**src/rtl/hz_pkg.sv**
```systemverilog
package hz_pkg;

   localparam int SEL_W = 2;

   typedef enum logic [SEL_W-1:0] {
      SRC_FILE = 2'd0,
      SRC_NEAR = 2'd1,
      SRC_FAR  = 2'd2
   } src_sel_e;

endpackage

```
**src/rtl/hz_match.sv**
```systemverilog
module hz_match #(
   parameter int REG_AW   = 5,
   parameter bit ZERO_REG = 1'b1
) (
   input  logic [REG_AW-1:0] src_i,
   input  logic [REG_AW-1:0] ex_rd_i,
   input  logic              ex_we_i,
   input  logic [REG_AW-1:0] mem_rd_i,
   input  logic              mem_we_i,
   output logic              near_hit_o,
   output logic              far_hit_o
);

   logic src_live;

   generate
      if (ZERO_REG) begin : g_zero_hard
         assign src_live = |src_i;
      end else begin : g_zero_soft
         assign src_live = 1'b1;
      end
   endgenerate

   assign near_hit_o = src_live && ex_we_i  && (ex_rd_i  == src_i);
   assign far_hit_o  = src_live && mem_we_i && (mem_rd_i == src_i);

endmodule

```
**src/rtl/hz_stall.sv**
```systemverilog
module hz_stall #(
   parameter int NUM_SRC = 2
) (
   input  logic               fwd_en_i,
   input  logic               ex_load_i,
   input  logic [NUM_SRC-1:0] near_hit_i,
   input  logic [NUM_SRC-1:0] far_hit_i,
   output logic               stall_o
);

   logic load_use;
   logic any_hazard;

   assign load_use   = ex_load_i && (|near_hit_i);
   assign any_hazard = (|near_hit_i) || (|far_hit_i);

   always_comb begin
      if (fwd_en_i) stall_o = load_use;
      else          stall_o = any_hazard;
   end

endmodule

```
**src/rtl/hz_sel_reg.sv**
```systemverilog
module hz_sel_reg
   import hz_pkg::*;
#(
   parameter int NUM_SRC = 2
) (
   input  logic                          clk,
   input  logic                          rst_n,
   input  logic                          fwd_en_i,
   input  logic                          stall_i,
   input  logic [NUM_SRC-1:0]            near_hit_i,
   input  logic [NUM_SRC-1:0]            far_hit_i,
   output logic [NUM_SRC-1:0][SEL_W-1:0] sel_o
);

   generate
      for (genvar g = 0; g < NUM_SRC; g++) begin : g_src
         src_sel_e sel_d;
         src_sel_e sel_q;

         always_comb begin
            sel_d = SRC_FILE;
            if (fwd_en_i && !stall_i) begin
               if (near_hit_i[g])     sel_d = SRC_NEAR;
               else if (far_hit_i[g]) sel_d = SRC_FAR;
            end
         end

         always_ff @(posedge clk or negedge rst_n) begin
            if (!rst_n) sel_q <= SRC_FILE;
            else        sel_q <= sel_d;
         end

         assign sel_o[g] = sel_q;
      end
   endgenerate

endmodule

```
**src/rtl/hz_unit.sv**
```systemverilog
module hz_unit
   import hz_pkg::*;
#(
   parameter int REG_AW   = 5,
   parameter bit ZERO_REG = 1'b1
) (
   input  logic              clk,
   input  logic              rst_n,
   input  logic              fwd_en_i,
   input  logic [REG_AW-1:0] id_rs_i,
   input  logic [REG_AW-1:0] id_rt_i,
   input  logic [REG_AW-1:0] ex_rd_i,
   input  logic              ex_we_i,
   input  logic              ex_load_i,
   input  logic [REG_AW-1:0] mem_rd_i,
   input  logic              mem_we_i,
   output logic [SEL_W-1:0]  fwd_a_o,
   output logic [SEL_W-1:0]  fwd_b_o,
   output logic              hold_o,
   output logic              bubble_o
);

   localparam int NUM_SRC = 2;

   generate
      if (REG_AW < 1 || REG_AW > 8) begin : g_bad_aw
         $error("hz_unit: REG_AW must lie in 1..8");
      end
   endgenerate

   logic [NUM_SRC-1:0][REG_AW-1:0] src;
   logic [NUM_SRC-1:0]             near_hit;
   logic [NUM_SRC-1:0]             far_hit;
   logic [NUM_SRC-1:0][SEL_W-1:0]  sel;
   logic                           stall;

   assign src[0] = id_rs_i;
   assign src[1] = id_rt_i;

   generate
      for (genvar g = 0; g < NUM_SRC; g++) begin : g_cmp
         hz_match #(
            .REG_AW  (REG_AW),
            .ZERO_REG(ZERO_REG)
         ) u_match (
            .src_i     (src[g]),
            .ex_rd_i   (ex_rd_i),
            .ex_we_i   (ex_we_i),
            .mem_rd_i  (mem_rd_i),
            .mem_we_i  (mem_we_i),
            .near_hit_o(near_hit[g]),
            .far_hit_o (far_hit[g])
         );
      end
   endgenerate

   hz_stall #(.NUM_SRC(NUM_SRC)) u_stall (
      .fwd_en_i  (fwd_en_i),
      .ex_load_i (ex_load_i),
      .near_hit_i(near_hit),
      .far_hit_i (far_hit),
      .stall_o   (stall)
   );

   hz_sel_reg #(.NUM_SRC(NUM_SRC)) u_sel (
      .clk       (clk),
      .rst_n     (rst_n),
      .fwd_en_i  (fwd_en_i),
      .stall_i   (stall),
      .near_hit_i(near_hit),
      .far_hit_i (far_hit),
      .sel_o     (sel)
   );

   assign fwd_a_o  = sel[0];
   assign fwd_b_o  = sel[1];
   assign hold_o   = stall;
   assign bubble_o = stall;

endmodule

```
**config.mk**
```make
export PLATFORM = sky130hd
export DESIGN_NAME = hz_unit
export DESIGN_NICKNAME = d
export VERILOG_FILES = /design/src/rtl/hz_pkg.sv /design/src/rtl/hz_match.sv /design/src/rtl/hz_stall.sv /design/src/rtl/hz_sel_reg.sv /design/src/rtl/hz_unit.sv
export SDC_FILE = /design/constraint.sdc
export NUM_CORES = 1
export LEC_CHECK = 0
export BUFFER_PORTS_ARGS = -buffer_cell sky130_fd_sc_hd__buf_4
export CORE_MARGIN = 1
export CORE_UTILIZATION = 25
export CTS_CLUSTER_SIZE = 24
export DETAILED_ROUTE_END_ITERATION = 7
export PLACE_DENSITY_LB_ADDON = 0.25
export SETUP_SLACK_MARGIN = 0.05
export SLEW_MARGIN = 20
export SYNTH_ARGS = -nofsm -noshare
export SYNTH_HDL_FRONTEND = slang
export SYNTH_SLANG_ARGS = --single-unit
```
**constraint.sdc**
```tcl
create_clock -name clk -period 4.5 [get_ports clk]
set_input_delay 0.675 -clock clk [delete_from_list [all_inputs] [get_ports clk]]
set_output_delay 0.675 -clock clk [all_outputs]
set_load 0.005 [all_outputs]
```
### Word level (Yosys, flattened, before mapping)

Cells that the tools add are included.

* equality and inequality tests: 4
* reductions and logical operators: 16
* multiplexer cells: 7

Operators by type and width (count)
* equality test 5 bit: 4
* 2-to-1 mux 2 bit: 6
* logical AND 1 bit: 10
* OR reduction 5 bit: 2
* OR reduction 2 bit: 2
* zero test 1 bit: 1
* logical OR 1 bit: 1
* 2-to-1 mux 1 bit: 1

* output and inout bits: 6
* input bits: 26
* logic and storage cells: 29
* flip-flop bits (word level): 4

### Logic depth before layout (Yosys ltp)

Gate-level depths: netlist of run 1.

* depth after elaboration: 9
* gate-level depth with buffers: 6
* mapped depth without buffers: 5

### Modules after synthesis

From an unflattened synthesis of run 1, not the netlist that was laid out.

* cells, all modules: 45
* area total of the unflattened synthesis: 422.9 um^2

Modules (own cells, without submodules)
* hz_match: cells an instance 16, instances 2, area each 123.9 um^2, seq. area each 0.0 um^2
* hz_sel_reg: cells an instance 8, instances 1, area each 145.1 um^2, seq. area each 100.1 um^2
* hz_stall: cells an instance 4, instances 1, area each 22.5 um^2, seq. area each 0.0 um^2
* hz_unit: cells an instance 1, instances 1, area each 7.5 um^2, seq. area each 0.0 um^2

### Least setup slack after synthesis of run 1

OpenSTA, ideal clock, no wires.

* kind: input-to-output
* start: in id_rt_i[0]
* end: out hold_o
* cell stages on the path: 6
* arrival: 1.768 ns
* setup slack: 2.057 ns
* path through: or4_1 > nor2_2 > nor4_1 > o21ai_0 > nand2_1 > buf_4

* cells in the longest elaborated chain, start to end: 6
* elaborated cells between the ends (all ways): 12

RTL lines
* start, declared: line hz_unit.sv:11 `input logic [REG_AW-1:0] id_rt_i,`
* OR reduction 5 bit: line hz_match.sv:18 `assign src_live = |src_i;`
* logical AND 1 bit (on tied branches) (2 in a row): line hz_match.sv:24, hz_match.sv:25
* OR reduction 2 bit (on tied branches): line hz_stall.sv:14, hz_stall.sv:15
* logical OR 1 bit or logical AND 1 bit (tied branches): line hz_stall.sv:15, hz_stall.sv:14
* 2-to-1 mux 1 bit (*): line hz_stall.sv:18 `if (fwd_en_i) stall_o = load_use;`
* end, declared: line hz_unit.sv:19 `output logic hold_o,`

Every way passes the cells marked *; elsewhere a longest branch is shown, timed or not.

### Final worst setup path of run 1

* start: in id_rs_i[2]
* end: out bubble_o

* cells in the longest elaborated chain, start to end: 6
* elaborated cells between the ends (all ways): 12

RTL lines
* start, declared: line hz_unit.sv:10 `input logic [REG_AW-1:0] id_rs_i,`
* OR reduction 5 bit: line hz_match.sv:18
* logical AND 1 bit (on tied branches) (2 in a row): line hz_match.sv:24, hz_match.sv:25
* OR reduction 2 bit (on tied branches): line hz_stall.sv:14, hz_stall.sv:15
* logical OR 1 bit or logical AND 1 bit (tied branches): line hz_stall.sv:15, hz_stall.sv:14
* 2-to-1 mux 1 bit (*): line hz_stall.sv:18
* end, declared: line hz_unit.sv:20 `output logic bubble_o`

Marks and branches as above.

==> results of run 1 <==
==> worst max-delay path: cells and delay by family <==
kind            cells  cell delay (ns)
simple gates        4             0.83
buf+inv             2             0.26
compound gates      1             0.14
==> layout by cell type (no fill, tap or decap) <==
cell type and count:
buf_4 31, xnor2_1 12, xor2_1 8, nand4_1 4, dfrtp_1 4, nand2_1 3
clkbuf_4 3, or4_1 2, nor2_2 2, nor4_2 2, nor4_1 2, nor3b_1 2
inv_1 1, o22ai_1 1, o21ai_0 1, a211oi_2 1, and4b_1 1
==> metal layers <==
layer / track usage [%] / wire [um] / vias up / part of all wire (%)
met4: 7.50 / 0 / 0 / 0
met5: 0 / 0 / - / 0
met2: 22.4 / 528 / 22 / 52
met1: 13.3 / 386 / 200 / 38
li1: - / - / 236 / -
met3: 2.50 / 95 / 0 / 9.4
==> worst max path at each step <==
| stage | endpoint | slack (ns) |
|---|---|---|
| 6_report | bubble_o | 1.90 |
| 5_1_grt | hold_o | 1.82 |
| 2_1_floorplan | hold_o | 2.06 |
| 3_5_place_dp | bubble_o | 1.89 |
| 4_1_cts | bubble_o | 1.89 |
| 3_3_place_gp | hold_o | 1.90 |
==> cell type report <==
type | count | area [sq um]
fill | 166 | 872
inverter | 1 | 3.75
tap | 16 | 20.0
multi-input combinational | 41 | 325
timing repair buffer | 31 | 233
sequential | 4 | 100
clock buffer | 3 | 22.5
==> power by group <==
group          internal, mW  total, mW  switching [mW]
Sequential           0.0364     0.0365       0.0000616
Clock                0.0297     0.0431          0.0133
Combinational        0.0272     0.0464          0.0192
Total                0.0934      0.126          0.0326
==> cell families (layout without fill, tap and decap cells) <==
group,count (synthesis),after routing,share of synthesized area (%)
simple gates,18,18,28.9
flops,4,4,22.9
compound gates,3,3,5.44
buf+inv,2,35,2.58
xor+xnor,20,20,40.1
==> reports/metrics.cfg, run 1 <==
[synth]
synth_cell_types = 16
yosysTopAreaCell = xnor2_1
yosys-top-cells-count = 12 x xnor2_1, 8 x xor2_1, 4 x dfrtp_1, 4 x nand4_1, 3 x nand2_1
synth.yosys.seq_area_share_pct = 22.9
synth.top_cell.area_share_pct = 24.1
synth-seq-cells = 4
synthFlopType = dfrtp_1
syn_inst = 47
ys_warn_count = 0
synth_fp_nets = 73
ys_top_cells_by_area = xnor2_1 24%, dfrtp_1 23%, xor2_1 16%
synth_edf_count = 0
synth.most_common_cell = xnor2_1
syn_area_per_cell_sq_um = 9.29
synthArstFlopShare_pct = 100
netlist_area_sq_um = 437

[layout]
syn_to_final_growth_pct = 61.3
antenna_cells = 0
largest_register_ffs = 4
top_register = u_sel.g_src.sel_q
reg_top3 = u_sel.g_src.sel_q (4)
final_layout_size_suffix_gt1_share_pct = 48.8
final_area_sq_um = 704
fin_nets = 108
fin_cells = 96
finish.utilization_pct = 44.7

[worst_setup_path]
worstSetupEndpointType = output pin
critPathSlowestCell = or4_1
crit_chain = buf_4 -> or4_1 -> nor2_2 -> nor4_1 -> o21ai_0 -> nand2_1 -> buf_4
slowest_delay_ns = 0.54
crit_start = id_rs_i[2]
arrival_ns = 1.92
path_class = primary input to output pin
required_ns = 3.83
crit_top_cell = buf_4
start_kind = primary input
crit_fanout = 3

[timing]
hold_violations = 0
max_slew_margin_pct = 73.6
max_freq_mhz = 385
hold_slack_ns = 0.229
fin_tns_setup_ns = 0
fin_crit_ns = 2.60
rsz0062_at_grt = no
worstMarginPinSlew_ns = 0.392
setup_ws_ns = 1.90
setup_viol = 0
drv_slew = 0
fin_crit_sh_pct = 57.7

[clocking]
h-tree-depth = 1
ctsResizeCount = 0
clkSinkCount = 4
clock_path_buffers = 2
cts.clk_slew.worst_paths_ns = 0.04
cts-root-buf = clkbuf_4
holdBufCountCts = 0
postCtsSetupBuffers = 0
cts_tree = built
cts_made_buffers = 3

[routing]
drc = 2
via_per_inst = 4.77
wl_per_cell_um = 10.5
drt_pre_antenna_iters = 5
via_count = 458
final_antenna_net_count = 0
drt-total-wl_mm = 1.01
initialDrtViolationCount = 7

[floorplan]
start_util_pct = 27.7
die_area_sq_mm = 0.00192
die_h_um = 43.8
io_pins = 32
row_count = 14
die_w_um = 43.8
core_sq_mm = 0.00158

[job]
cap_violations = 0

[placed_design]
post-place-ws_ns = 1.89
portBuffers = 31
gp_congestion = 0.753
place_area_sq_um = 682
place_inst = 93

[run_status]
status = finished, violations left
violations = DRC

[global_route]
grt_overflow = 0
gr-usage-all-layers_pct = 12.5
grt_max_degree = 6
grt_pass1_wl_mm = 1.79
antenna_found_initial = 0
grt_pass1_vias = 467

[power_and_ir_drop]
p_total_mw = 0.126
ir_worst_vdd_mv = 0.0598
p_leak_nw = 0.317
power_density_mw_per_mm2 = 179

[hold_path]
hold_path.class = primary input to asynchronous set/reset pin

Power figures use the tool's default switching activity.
==> run 2: changes to the inputs <==
==> constraint.sdc (replaced) <==
create_clock -name clk -period 2.5 [get_ports clk]
set_input_delay 0.375 -clock clk [delete_from_list [all_inputs] [get_ports clk]]
set_output_delay 0.375 -clock clk [all_outputs]
set_load 0.005 [all_outputs]
==> run 2 against run 1 <==
Core utilization grew 0.63 points. The flow still finishes with violations (DRC). Highest routed layer is now met4. Cell count grew 1.0%. Hold slack better by 0.12 ns. Final area up 1.4%. Via count is 5.0% higher.
==> reports/metrics.cfg, run 2 (synthesized netlist as in run 1, its figures left out) <==
[layout]
n_fill_cell = 173  ; +4.2%
final_cell_mix = 31 x buf_4, 12 x xnor2_1, 8 x xor2_1, 4 x nand4_1, 4 x dfrtp_1
final_area_sq_um = 714  ; +1.4%
syn_to_final_growth_pct = 63.6
antenna_cells = 0  ; unchanged
fin_nets = 109  ; +0.93%
top_register = u_sel.g_src.sel_q
final_common_cell = buf_4
final_layout_size_suffix_gt1_share_pct = 48.1  ; -0.60 points
fin_cells = 97  ; +1.0%
reg_top3 = u_sel.g_src.sel_q (4)
largest_register_ffs = 4  ; unchanged

[worst_setup_path]
required_ns = 2.12  ; -1.71 ns
crit_top_cell = buf_4
crit_chain = buf_4 -> or4_1 -> nor2_2 -> nor4_1 -> o21ai_0 -> nand2_1 -> buf_4
arrival_ns = 1.62  ; -0.30 ns
crit_fanout = 3  ; unchanged
critPathSlowestCell = or4_1
path_class = primary input to output pin
worstSetupEndpointType = output pin
slowest_delay_ns = 0.53  ; about the same
start_kind = primary input

[global_route]
grt_pass1_wl_mm = 1.86  ; +3.8%
grt_overflow = 0  ; unchanged
grt_pass1_vias = 487  ; +4.3%
grt_max_degree = 6  ; unchanged
antenna_found_initial = 0  ; unchanged
gr-usage-all-layers_pct = 12.9  ; +0.42 points

[timing]
max_slew_margin_pct = 73.3  ; -0.28 points
fin_tns_setup_ns = 0  ; unchanged
hold_violations = 0  ; unchanged
max_freq_mhz = 501
rsz0062_at_grt = no
fin_crit_ns = 2.00
worstMarginPinSlew_ns = 0.397  ; +0.00414 ns
hold_slack_ns = 0.344  ; +0.115 ns
drv_slew = 0  ; unchanged
setup_viol = 0  ; unchanged
fin_crit_sh_pct = 79.9

[floorplan]
start_util_pct = 27.7  ; unchanged
die_area_sq_mm = 0.00192  ; unchanged
io_pins = 32  ; unchanged
core_sq_mm = 0.00158  ; unchanged
row_count = 14  ; unchanged
die_w_um = 43.8  ; unchanged
die_h_um = 43.8  ; unchanged

[clocking]
clock_path_buffers = 2  ; unchanged
cts.clk_slew.worst_paths_ns = 0.04  ; about the same
clkSinkCount = 4  ; unchanged
cts_tree = built
cts_made_buffers = 3  ; unchanged
ctsResizeCount = 0  ; unchanged
h-tree-depth = 1  ; unchanged
cts-root-buf = clkbuf_4

[routing]
initialDrtViolationCount = 12  ; +5
drc = 2  ; unchanged
dr_wl_met3_um = 106  ; +12%
final_antenna_net_count = 0  ; unchanged
wl_per_cell_um = 11.1  ; +5.7%
highest_layer = met4
wl_met1_um = 410  ; +6.2%
via_per_inst = 4.96  ; +3.9%
drt_pre_antenna_iters = 6  ; +1
drt-total-wl_mm = 1.08  ; +6.8%
via_count = 481  ; +5.0%
route.met2.wl_um = 556  ; +5.3%

[power_and_ir_drop]
p_leak_nw = 0.321  ; +1.3%
ir_worst_vdd_mv = 0.107  ; +79%
power_density_mw_per_mm2 = 318  ; +78%

[placed_design]
place_inst = 93  ; unchanged
gp_congestion = 0.757  ; +0.49%
portBuffers = 31  ; unchanged
place_area_sq_um = 682  ; unchanged

[run_status]
status = finished, violations left
violations = DRC

[hold_path]
hold_path.class = primary input to flip-flop

[job]
cap_violations = 0  ; unchanged

==> run 2: what timing repair did <==
| item | CTS | global route |
|---|---|---|
| endpoints found under the hold margin | 4 | 0 |
| hold buffers | 1 | 0 |
| buffers inserted | 0 | 0 |
==> run 2: final timing paths <==
check,slack [ns],cells past startpoint,to,startpoint
worst max-delay path,0.50,7,hold_o,id_rt_i[0]
worst min-delay path,0.34,2,u_sel.g_src[0].sel_q[0]$_DFF_PN0_,ex_load_i
max in group asynchronous,1.92,2,u_sel.g_src[1].sel_q[0]$_DFF_PN0_,rst_n
min in group asynchronous,0.48,2,u_sel.g_src[0].sel_q[1]$_DFF_PN0_,rst_n
==> run 2: metal layers <==
metal	GRT usage [%]	up-vias
li1	-	238
met1	13.2	217
met2	23.9	24
met3	2.50	2
met4	7.50	0
met5	0	-
==> run 2: power breakdown <==
group	internal [mW]	leakage [nW]	switching, mW
Clock	0.0534	0.0138	0.0224
Combinational	0.0500	0.252	0.0356
Sequential	0.0656	0.0558	0.000108
Total	0.169	0.322	0.0581
==> run 2: per-stage QoR <==
step	setup WS, ns	utilization [%]	power, mW
2_1_floorplan	0.657	-	0.101
3_3_place_gp	0.504	43.3	0.151
3_5_place_dp	0.482	43.3	0.152
4_1_cts	0.482	45.3	0.234
5_1_grt	0.400	45.3	0.241
6_report	0.504	45.3	0.227
==> run 2: layout make-up <==
type	instances	area, sq um	share of cell area [%]
Inverter	1	3.75	0.525
Sequential cell	4	100	14.0
Timing Repair Buffer	32	243	34.0
Multi-Input combinational cell	41	325	45.5
Tap cell	16	20.0	2.80
Clock buffer	3	22.5	3.15
==> run 2: worst max-delay path, delay by kind of cell <==
| family | cells | cell delay [ns] |
|---|---|---|
| and+or+nand+nor | 4 | 0.82 |
| AOI/OAI and AO/OA | 1 | 0.16 |
| buffers and inverters | 2 | 0.26 |
==> run 3: changes to the inputs <==
--- a/config.mk
+++ b/config.mk
@@ -5,6 +5,7 @@
 export SDC_FILE = /design/constraint.sdc
 export NUM_CORES = 1
 export LEC_CHECK = 0
+export ABC_AREA = 1
 export BUFFER_PORTS_ARGS = -buffer_cell sky130_fd_sc_hd__buf_4
 export CORE_MARGIN = 1
 export CORE_UTILIZATION = 25
==> constraint.sdc (replaced) <==
create_clock -name clk -period 1.8 [get_ports clk]
set_input_delay 0.27 -clock clk [delete_from_list [all_inputs] [get_ports clk]]
set_output_delay 0.27 -clock clk [all_outputs]
set_load 0.005 [all_outputs]
==> run 3 against run 2 <==
The run now ends clean. Global-route usage is 0.43 points lower. Clock power up 40%. First-iteration DRC count is 17% lower. Critical path depth up 2. Total power increased by 51%. Die area grew 34%. Hold slack worse by 0.059 ns. Non-clock buffer count stayed put. Sequential cell count stayed put. Critical endpoint is now bubble_o.
==> reports/metrics.cfg, run 3 <==
[power_and_ir_drop]
switching_share_pct = 31.2  ; +5.6 points
switchingPower_mw = 0.107  ; +84%
ir_worst_vdd_mv = 0.190  ; +77%
power_density_mw_per_mm2 = 387  ; +22%
p_leak_nw = 0.555  ; +73%
pwr-share-clk_pct = 31.0  ; -2.4 points
internal-power_mw = 0.236  ; +40%
pwr-share-seq_pct = 26.6  ; -2.4 points
p_comb_share_pct = 42.3  ; +4.6 points

[run_status]
status = finished, final reports clean

[synth]
syn_area_per_cell_sq_um = 4.91  ; -47%
synthFlopType = dfrtp_1
ys_warn_count = 0  ; unchanged
synth_cell_types = 17  ; +1
synthArstFlopShare_pct = 100  ; unchanged
post_synth_and_or_nand_nor_area_fraction_pct = 59.6  ; +31 points
yosys.area_share.adder_pct = 0  ; unchanged
yosys-top-cells-count = 53 x nand2_1, 20 x inv_1, 11 x nor2_1
synth.yosys.seq_area_share_pct = 16.8  ; -6.1 points
yosysTopAreaCell = nand2_1
ys_top_cells_by_area = nand2_1 33%, dfrtp_1 17%, inv_1 13%
synth-seq-cells = 4  ; unchanged
synth.most_common_cell = nand2_1
synth_xor_area_share_pct = 0  ; -40 points
synth_edf_count = 0  ; unchanged
synth_top_family_by_area = simple AND/OR/NAND/NOR gates
synth.top_cell.area_share_pct = 33.5  ; +9.4 points
netlist_area_sq_um = 594  ; +36%
synth_compound_gate_area_share_pct = 5.89  ; +0.45 points
synth_fp_nets = 147  ; +100%
syn_inst = 121  ; +160%
yosys-mux-area-fraction_pct = 0  ; unchanged

[placed_design]
place_area_sq_um = 855  ; +25%
gp_congestion = 0.777  ; +2.7%
post-place-ws_ns = 0.348  ; -0.134 ns
portBuffers = 31  ; unchanged
dp_hpwl_mm = 1.32

[layout]
final_cell_mix = 53 x nand2_1, 31 x buf_4, 20 x inv_1, 11 x nor2_1
n_fill_cell = 262  ; +51%
final_common_cell = nand2_1
top_register = u_sel.g_src.sel_q
finish.utilization_pct = 39.7  ; -5.6 points
largest_register_ffs = 4  ; unchanged
fin_nets = 183  ; +68%
final_layout_size_suffix_gt1_share_pct = 32.3  ; -16 points
reg_top3 = u_sel.g_src.sel_q (4)
syn_to_final_growth_pct = 49.3
regArea_sq_um = 100  ; unchanged
final_area_sq_um = 887  ; +24%
multi_input_area_sq_um = 389  ; +20%
antenna_cells = 0  ; unchanged

[clocking]
ctsResizeCount = 0  ; unchanged
clkSinkCount = 4  ; unchanged
cts-root-buf = clkbuf_4
cts_tree = built
h-tree-depth = 1  ; unchanged
cts_made_buffers = 3  ; unchanged
postCtsSetupBuffers = 0  ; unchanged
clock_path_buffers = 2  ; unchanged
holdBufCountCts = 1  ; unchanged
cts.clk_slew.worst_paths_ns = 0.04  ; about the same

[worst_setup_path]
arrival_ns = 1.18  ; -0.44 ns
crit_top_cell = nand2_1
required_ns = 1.53  ; -0.59 ns
critPathSlowestCell = nor3_1
crit_chain = buf_4 -> inv_1 -> o21ai_0 -> nor3_1 -> nand2_1 -> o21ai_1 -> nand2_1 -> nand2_1 -> buf_4
path_class = primary input to output pin
start_kind = primary input
crit_fanout = 3  ; unchanged
slowest_delay_ns = 0.23  ; -0.30 ns
worstSetupEndpointType = output pin

[floorplan]
die_w_um = 50.8  ; +16%
start_util_pct = 26.6  ; -1.1 points
die_h_um = 50.8  ; +16%
core_sq_mm = 0.00223  ; +42%
row_count = 17  ; +3
io_pins = 32  ; unchanged
die_area_sq_mm = 0.00258  ; +34%

[timing]
fin_crit_ns = 1.45
fin_tns_setup_ns = 0  ; unchanged
hold_slack_ns = 0.286  ; -0.0587 ns
setup_ws_ns = 0.354  ; -0.150 ns
setup_viol = 0  ; unchanged
drv_slew = 0  ; unchanged
worstMarginPinSlew_ns = 0.220  ; -0.176 ns
max_freq_mhz = 691
fin_crit_sh_pct = 80.4
hold_violations = 0  ; unchanged
max_slew_margin_pct = 85.2  ; +12 points
rsz0062_at_grt = no

[hold_path]
hold_path.class = primary input to flip-flop

[global_route]
antenna_found_initial = 0  ; unchanged
grt_max_degree = 6  ; unchanged
gr-usage-all-layers_pct = 12.5  ; -0.43 points
grt_pass1_vias = 662  ; +36%
grt_overflow = 0  ; unchanged
grt_pass1_wl_mm = 2.45  ; +31%

[job]
cap_violations = 0  ; unchanged

[routing]
drc = 0  ; -2
via_count = 744  ; +55%
wl_per_cell_um = 7.89  ; -29%
via_per_inst = 4.07  ; -18%
initialDrtViolationCount = 10  ; -2
drt_pre_antenna_iters = 4  ; -2
drt-total-wl_mm = 1.44  ; +34%
final_antenna_net_count = 0  ; unchanged

## run 3: changes by cell type after synthesis, moves of 3 or more
| cell | previous run | this run |
|---|---|---|
| a21oi_1 | 0 | 4 |
| inv_1 | 1 | 20 |
| inv_2 | 0 | 6 |
| nand2_1 | 3 | 53 |
| nand2_2 | 0 | 4 |
| nand3_1 | 0 | 6 |
| nand4_1 | 4 | 1 |
| nor2_1 | 0 | 11 |
| xnor2_1 | 12 | 0 |
| xor2_1 | 8 | 0 |
## run 3: per-layer routing
layer / vias up / global-route usage, % / part of all wire, %
met5: - / 0 / 0
li1: 424 / - / -
met1: 300 / 13.6 / 43
met4: 0 / 5.56 / 0
met3: 0 / 1.82 / 4.3
met2: 20 / 23.3 / 52
## run 3: worst paths after layout
check                            start                                 to  slack [ns]  cells past startpoint
min                           fwd_en_i  u_sel.g_src[1].sel_q[1]$_DFF_PN0_        0.29                      3
max in group asynchronous        rst_n  u_sel.g_src[0].sel_q[0]$_DFF_PN0_        1.33                      2
min in group asynchronous        rst_n  u_sel.g_src[1].sel_q[1]$_DFF_PN0_        0.37                      2
max                        mem_rd_i[1]                           bubble_o        0.35                      9
## run 3: logic make-up after synthesis
logic type	Yosys count
buf+inv	27
compound gates	7
simple gates	83
flops	4
## run 3: worst max-delay path: cells and delay by family
family / cells / cell delay (ns)
buffers and inverters: 3 / 0.30
AND/OR/NAND/NOR: 4 / 0.44
AO/OA/AOI/OAI: 2 / 0.17
## run 3: area by class of cell
cell class / instances / share of cell area (%)
clock buffer: 3 / 2.54
inverter: 26 / 11.0
tap: 28 / 3.95
multi-input combinational: 90 / 43.9
sequential: 4 / 11.3
timing repair buffer: 32 / 27.4
## run 3: power by group through the flow
stage / clock network, mW / logic (mW) / registers (mW)
after floorplan: 0 / 0.0730 / 0.0926
after global placement: 0 / 0.143 / 0.0925
after global routing: 0.124 / 0.165 / 0.0913
after detailed placement: 0 / 0.145 / 0.0925
final: 0.106 / 0.145 / 0.0914
after CTS: 0.114 / 0.147 / 0.0914
## run 3: per-stage QoR
step	total power, mW	instances
finish	0.343	183
global route	0.380	183
CTS	0.352	183
detailed placement	0.237	179
global placement	0.236	179
floorplan	0.166	121
